File: config.mk
export PLATFORM = sky130hd
export DESIGN_NAME = hop_ecc_inport
export DESIGN_NICKNAME = d
export VERILOG_FILES = /design/src/rtl/hop_ecc_pkg.sv /design/src/rtl/hop_ecc_decoder.sv /design/src/rtl/hop_ecc_fifo.sv /design/src/rtl/hop_ecc_inport.sv
export SDC_FILE = /design/constraint.sdc
export NUM_CORES = 1
export LEC_CHECK = 0
export ABC_AREA = 1
export BUFFER_PORTS_ARGS = -buffer_cell sky130_fd_sc_hd__buf_2
export CORE_ASPECT_RATIO = 1.1
export CORE_MARGIN = 8
export CORE_UTILIZATION = 50
export DETAILED_ROUTE_END_ITERATION = 10
export GPL_TIMING_DRIVEN = 0
export HOLD_SLACK_MARGIN = 0.03
export MAX_ROUTING_LAYER = met4
export PLACE_DENSITY = 0.71
export SLEW_MARGIN = 10
export SYNTH_ARGS = -nofsm -noshare
export SYNTH_HDL_FRONTEND = slang
export SYNTH_SLANG_ARGS = --single-unit
export TNS_END_PERCENT = 10
File: constraint.sdc
create_clock -name clk -period 6.47 [get_ports clk]
set_input_delay 0.647 -clock clk [delete_from_list [all_inputs] [get_ports clk]]
set_output_delay 0.647 -clock clk [all_outputs]
set_load 0.02 [all_outputs]
File: src/rtl/hop_ecc_pkg.sv
package hop_ecc_pkg;

    typedef enum logic [1:0] {
        MODE_NONE   = 2'd0,
        MODE_FIX    = 2'd1,
        MODE_RESEND = 2'd2,
        MODE_HYBRID = 2'd3
    } ecc_mode_e;

    typedef struct packed {
        logic discard;
        logic nack;
    } port_ctl_t;

    // Number of Hamming check bits needed to cover dw payload bits.
    function automatic int chk_bits(input int dw);
        for (int r = 1; r < 31; r++) begin
            if ((1 << r) >= dw + r + 1) return r;
        end
        return 31;
    endfunction

    // Hamming position of payload bit idx: the idx-th position (from 3) that
    // is not a power of two.
    function automatic int data_pos(input int idx);
        int n;
        n = 0;
        for (int p = 3; p < 4096; p++) begin
            if ((p & (p - 1)) != 0) begin
                if (n == idx) return p;
                n++;
            end
        end
        return 0;
    endfunction

endpackage

File: src/rtl/hop_ecc_decoder.sv
module hop_ecc_decoder
    import hop_ecc_pkg::*;
#(
    parameter  int DATA_W = 32,
    localparam int PAR_W  = chk_bits(DATA_W),
    localparam int CODE_W = DATA_W + PAR_W + 1
) (
    input  logic              en,
    input  logic [CODE_W-1:0] code,
    output logic [DATA_W-1:0] data_fix,
    output logic              err_any,
    output logic              err_uncorr
);

    localparam int LAST_POS = DATA_W + PAR_W;

    logic [PAR_W-1:0]  pos_tab [DATA_W];
    logic [DATA_W-1:0] raw;
    logic [PAR_W-1:0]  rx_chk;
    logic [PAR_W-1:0]  syn;
    logic              ovr;

    for (genvar gi = 0; gi < DATA_W; gi++) begin : g_pos
        localparam int POS = data_pos(gi);
        assign pos_tab[gi] = PAR_W'(POS);
    end

    assign raw    = code[DATA_W-1:0];
    assign rx_chk = code[DATA_W +: PAR_W];
    assign ovr    = ^code;

    always_comb begin
        syn = rx_chk;
        for (int i = 0; i < DATA_W; i++) begin
            for (int k = 0; k < PAR_W; k++) begin
                if (pos_tab[i][k]) syn[k] = syn[k] ^ raw[i];
            end
        end
    end

    always_comb begin
        for (int i = 0; i < DATA_W; i++) begin
            data_fix[i] = raw[i] ^ (en && ovr && (syn == pos_tab[i]));
        end
    end

    assign err_any    = en && ((syn != '0) || ovr);
    assign err_uncorr = en && ((!ovr && (syn != '0)) || (ovr && (int'(syn) > LAST_POS)));

endmodule

File: src/rtl/hop_ecc_fifo.sv
module hop_ecc_fifo #(
    parameter  int W     = 32,
    parameter  int DEPTH = 8,
    localparam int AW    = (DEPTH > 1) ? $clog2(DEPTH) : 1
) (
    input  logic         clk,
    input  logic         rst_n,
    input  logic         wr_en,
    input  logic [W-1:0] wr_data,
    input  logic         rd_en,
    output logic [W-1:0] rd_data,
    output logic         empty,
    output logic         full
);

    typedef struct packed {
        logic [AW-1:0] wr_ptr;
        logic [AW-1:0] rd_ptr;
        logic [AW:0]   cnt;
    } fifo_st_t;

    fifo_st_t st_d, st_q;
    logic [W-1:0] mem [DEPTH];

    function automatic logic [AW-1:0] ptr_inc(input logic [AW-1:0] p);
        return (int'(p) == DEPTH - 1) ? '0 : p + 1'b1;
    endfunction

    assign empty   = (st_q.cnt == '0);
    assign full    = (int'(st_q.cnt) == DEPTH);
    assign rd_data = mem[st_q.rd_ptr];

    always_comb begin
        st_d = st_q;
        if (wr_en) st_d.wr_ptr = ptr_inc(st_q.wr_ptr);
        if (rd_en) st_d.rd_ptr = ptr_inc(st_q.rd_ptr);
        case ({wr_en, rd_en})
            2'b10:   st_d.cnt = st_q.cnt + 1'b1;
            2'b01:   st_d.cnt = st_q.cnt - 1'b1;
            default: st_d.cnt = st_q.cnt;
        endcase
    end

    always_ff @(posedge clk or negedge rst_n) begin
        if (!rst_n) st_q <= '0;
        else        st_q <= st_d;
    end

    always_ff @(posedge clk) begin
        if (wr_en) mem[st_q.wr_ptr] <= wr_data;
    end

endmodule

File: src/rtl/hop_ecc_inport.sv
module hop_ecc_inport
    import hop_ecc_pkg::*;
#(
    parameter  int DATA_W = 32,
    parameter  int DEPTH  = 8,
    localparam int PAR_W  = chk_bits(DATA_W),
    localparam int CODE_W = DATA_W + PAR_W + 1
) (
    input  logic              clk,
    input  logic              rst_n,
    input  logic [1:0]        cfg_mode,
    input  logic              flit_valid,
    input  logic              flit_retry,
    input  logic [CODE_W-1:0] flit_code,
    input  logic              route_grant,
    output logic              nack,
    output logic              head_valid,
    output logic [DATA_W-1:0] head_data,
    input  logic              head_pop
);

    port_ctl_t st_d, st_q;

    logic              buf_full;
    logic              buf_empty;
    logic              buf_wr;
    logic              buf_rd;
    logic [DATA_W-1:0] buf_wdata;
    logic              dec_en;
    logic [DATA_W-1:0] dec_fix;
    logic              dec_any;
    logic              dec_uncorr;
    logic              judged;
    logic              bad;
    logic              discard_q;

    // Decoding is only enabled when the buffer can take the flit.
    assign dec_en = flit_valid && !buf_full;

    hop_ecc_decoder #(.DATA_W(DATA_W)) u_dec (
        .en         (dec_en),
        .code       (flit_code),
        .data_fix   (dec_fix),
        .err_any    (dec_any),
        .err_uncorr (dec_uncorr)
    );

    always_comb begin
        judged = flit_valid && (!st_q.discard || flit_retry);
        case (ecc_mode_e'(cfg_mode))
            MODE_NONE:   begin bad = 1'b0;       buf_wdata = flit_code[DATA_W-1:0]; end
            MODE_FIX:    begin bad = 1'b0;       buf_wdata = dec_fix;               end
            MODE_RESEND: begin bad = dec_any;    buf_wdata = flit_code[DATA_W-1:0]; end
            default:     begin bad = dec_uncorr; buf_wdata = dec_fix;               end
        endcase
        buf_wr       = judged && !buf_full && route_grant && !bad;
        st_d.nack    = judged && !buf_wr;
        st_d.discard = st_d.nack || (st_q.discard && !judged);
    end

    always_ff @(posedge clk or negedge rst_n) begin
        if (!rst_n) st_q <= '0;
        else        st_q <= st_d;
    end

    assign buf_rd = head_pop && !buf_empty;

    hop_ecc_fifo #(.W(DATA_W), .DEPTH(DEPTH)) u_fifo (
        .clk     (clk),
        .rst_n   (rst_n),
        .wr_en   (buf_wr),
        .wr_data (buf_wdata),
        .rd_en   (buf_rd),
        .rd_data (head_data),
        .empty   (buf_empty),
        .full    (buf_full)
    );

    assign head_valid = !buf_empty;
    assign nack       = st_q.nack;
    assign discard_q  = st_q.discard;

endmodule

==> results.json <==
{
  "status": "completed",
  "path_max_fanout": 10,
  "synth_area_um2": 12790,
  "vias": 9339,
  "finalSetupViolCount": 0,
  "synth-xor-area-share_pct": 5.390,
  "ir_drop_mv": 0.2046,
  "initial_core_util_pct": 50.78,
  "synth.distinct_cells": 33,
  "antenna_found_initial": 0,
  "synth_compound_area_share_pct": 8.540,
  "setup_tns_ps": 0,
  "synth_fa_ha_area_share_pct": 0.8413,
  "max_freq_mhz": 271.8,
  "max_cap_violations": 0,
  "synth-simple-area-share_pct": 18.31,
  "wirelength_mm": 32.13,
  "yosysTopAreaCellShare_pct": 60.11,
  "grt_max_degree": 23,
  "io_pins": 81,
  "synth_edf_count": 256,
  "cts_max_level": 1,
  "synth_cells": 1272,
  "endpoint_kind": "primary output",
  "synthFlopType": "edfxtp_1",
  "rsz0062_at_grt": "no",
  "clock_skew_ps": 9.490,
  "routedWlPerCell_um": 18.82,
  "clkLatencyLatePin_ps": 510,
  "track_usage_pct": 21.20,
  "tritoncts": "yes",
  "leakagePower_nw": 5.557,
  "r2r_cells": 17,
  "dpl_cell_area_um2": 13760,
  "gr-total-overflow": 0,
  "clockRootBuffer": "clkbuf_16",
  "worst_slew_pin_slew_ps": 797.3,
  "postLayoutCellArea_um2": 14540,
  "hold_buffers": 1,
  "synth_nets": 1327,
  "postCtsSetupBuffers": 0,
  "synthArstFlopShare_pct": 4.478,
  "drive_gt1_share_pct": 11.64,
  "slew_headroom_pct": 46.66,
  "area_growth_syn_to_layout_pct": 13.67,
  "row_count": 61,
  "synth.ff_latch_count": 268,
  "final.period_utilization_pct": 56.87,
  "power_density_nw_per_um2": 395.0,
  "synthMuxAreaShare_pct": 0,
  "drt_iter0_markers": 744,
  "firstDrtPassIters": 5,
  "hpwl_mm": 22.60,
  "ys_warn_count": 0,
  "drc": 0,
  "hold_viol": 0,
  "critPathLaunchType": "register",
  "finalPower_w": 0.005742,
  "gp_congestion": 0.9430,
  "ant_nets": 0,
  "numCtsBuffers": 25,
  "synth_top_area_cell": "edfxtp_1",
  "hp-class": "in -> reg",
  "clk_pin_slew_ps": 60,
  "synth.area.top_cells": "edfxtp_1 (60%), nor2_1 (8.2%), nand2_1 (6.7%)",
  "ys_seq_area_share_pct": 62.45,
  "cts_buffer_depth": 3,
  "cp.arrival_ps": 3030,
  "nets": 1431,
  "crit_type": "reg -> out",
  "io_buffers": 68,
  "min_period_ps": 3680,
  "slew_viol_final": 0,
  "synth_top_family_by_area": "simple AND/OR/NAND/NOR gates",
  "die_w_um": 168.5,
  "hold_path_depth": 4,
  "grt_pass1_vias": 9263,
  "die_area_um2": 30960,
  "die_y_um": 183.7,
  "grt_pass1_wl_mm": 49.56,
  "viasPerCell": 5.471,
  "core_um2": 25190,
  "syn-mean-instance-area_um2": 10.05,
  "clock_sinks": 268,
  "cts_resized": 0,
  "required_ps": 5820,
  "num_antenna_cells": 0
}
## state kept, by name (all words and copies together), names as in the netlist, named ones only
| signal | flops |
|---|---|
| nack | 1 |
| u_fifo.mem | 256 |
| u_fifo.st_q | 10 |
## layout make-up
cell class	count	area (um2)
buffer	64	285.3
clock buffer	33	665.6
clock inverter	10	102.6
fill	2118	10650
inverter	76	285.3
multi-input combinational	864	4292
sequential	268	7988
tap	315	394.1
timing repair buffer	77	525.5
## critical path, cell delays in order, from the launching register on
cell and delay (ps):
dfrtp_1 440, inv_1 130, clkbuf_1 400, clkbuf_1 400, clkbuf_1 450, nor2_1 80, o22ai_1 190, nor2_1 70
a31oi_1 170, buf_2 190
## final timing paths
| path | from | endpoint | slack (ps) |
|---|---|---|---|
| max | u_fifo.st_q[4]$_DFFE_PN0P_ | head_data[26] | 2790 |
| min in group asynchronous | rst_n | u_fifo.st_q[1]$_DFFE_PN0P_ | 560 |
| max reg2reg | u_fifo.st_q[0]$_DFFE_PN0P_ | u_fifo.st_q[3]$_DFFE_PN0P_ | 3730 |
| min | flit_retry | register | 470 |
| max in group asynchronous | rst_n | u_fifo.st_q[7]$_DFFE_PN0P_ | 5660 |
| min reg2reg | u_fifo.st_q[0]$_DFFE_PN0P_ | u_fifo.st_q[0]$_DFFE_PN0P_ | 510 |
## layout by cell type (no fill, tap or decap), types with 2 or more instances in the layout
cell type,n
inv_1,75
dfrtp_1,12
o21ai_0,134
nand3_1,38
clkbuf_1,49
buf_4,3
nand2_2,8
buf_12,6
o22ai_1,32
nand2_1,227
nor2_1,270
buf_16,2
xor2_1,53
nand3b_1,6
clkbuf_16,25
xnor2_1,22
xor2_2,2
clkinv_1,3
buf_1,7
a31oi_1,32
nor2_4,11
buf_6,3
nor2_2,12
edfxtp_1,256
clkinv_2,3
ha_1,7
bufinv_16,2
buf_2,77
## power breakdown
part / total, W / internal [W] / switching (W) / leakage (nW)
logic: 0.00228 / 0.000664 / 0.00161 / 2.73
registers: 0.00206 / 0.00201 / 0.0000511 / 2.45
clock network: 0.00140 / 0.000801 / 0.000603 / 0.373
total: 0.00574 / 0.00347 / 0.00227 / 5.56
## stage by stage
step	utilization (%)	hold WS, ps	std cells	worst slack [ps]
detailed placement	54.63	495.7	1663	2420
global placement	53.70	489.0	1655	852.1
global route	57.72	490.6	1707	2504
CTS	57.72	464.6	1707	2765
finish	57.72	473.1	1707	2790
floorplan	-	351.4	1272	2496
## per-layer routing
layer	track usage [%]	share of wire, %
met4	7.970	3.5
met3	2.277	7.5
met1	26.03	41
met2	35.88	48
met5	-	0
## Yosys cell counts, drive strengths merged (2+ instances only)
| cell | number |
|---|---|
| ha | 7 |
| xor2 | 55 |
| a31oi | 32 |
| edfxtp | 256 |
| a21oi | 2 |
| o22ai | 32 |
| nand3b | 6 |
| nor2 | 293 |
| dfrtp | 12 |
| or2 | 2 |
| buf | 22 |
| nand2 | 235 |
| o21ai | 134 |
| nand3 | 40 |
| inv | 76 |
| xnor2 | 22 |
| clkbuf | 42 |
## kinds of logic after synthesis
logic type	Yosys count
AO/OA/AOI/OAI	201
XOR/XNOR	77
adder cells (fa/ha/maj)	8
buffers and inverters	140
flip-flops	268
AND/OR/NAND/NOR	578
Power figures use the tool's default switching activity.
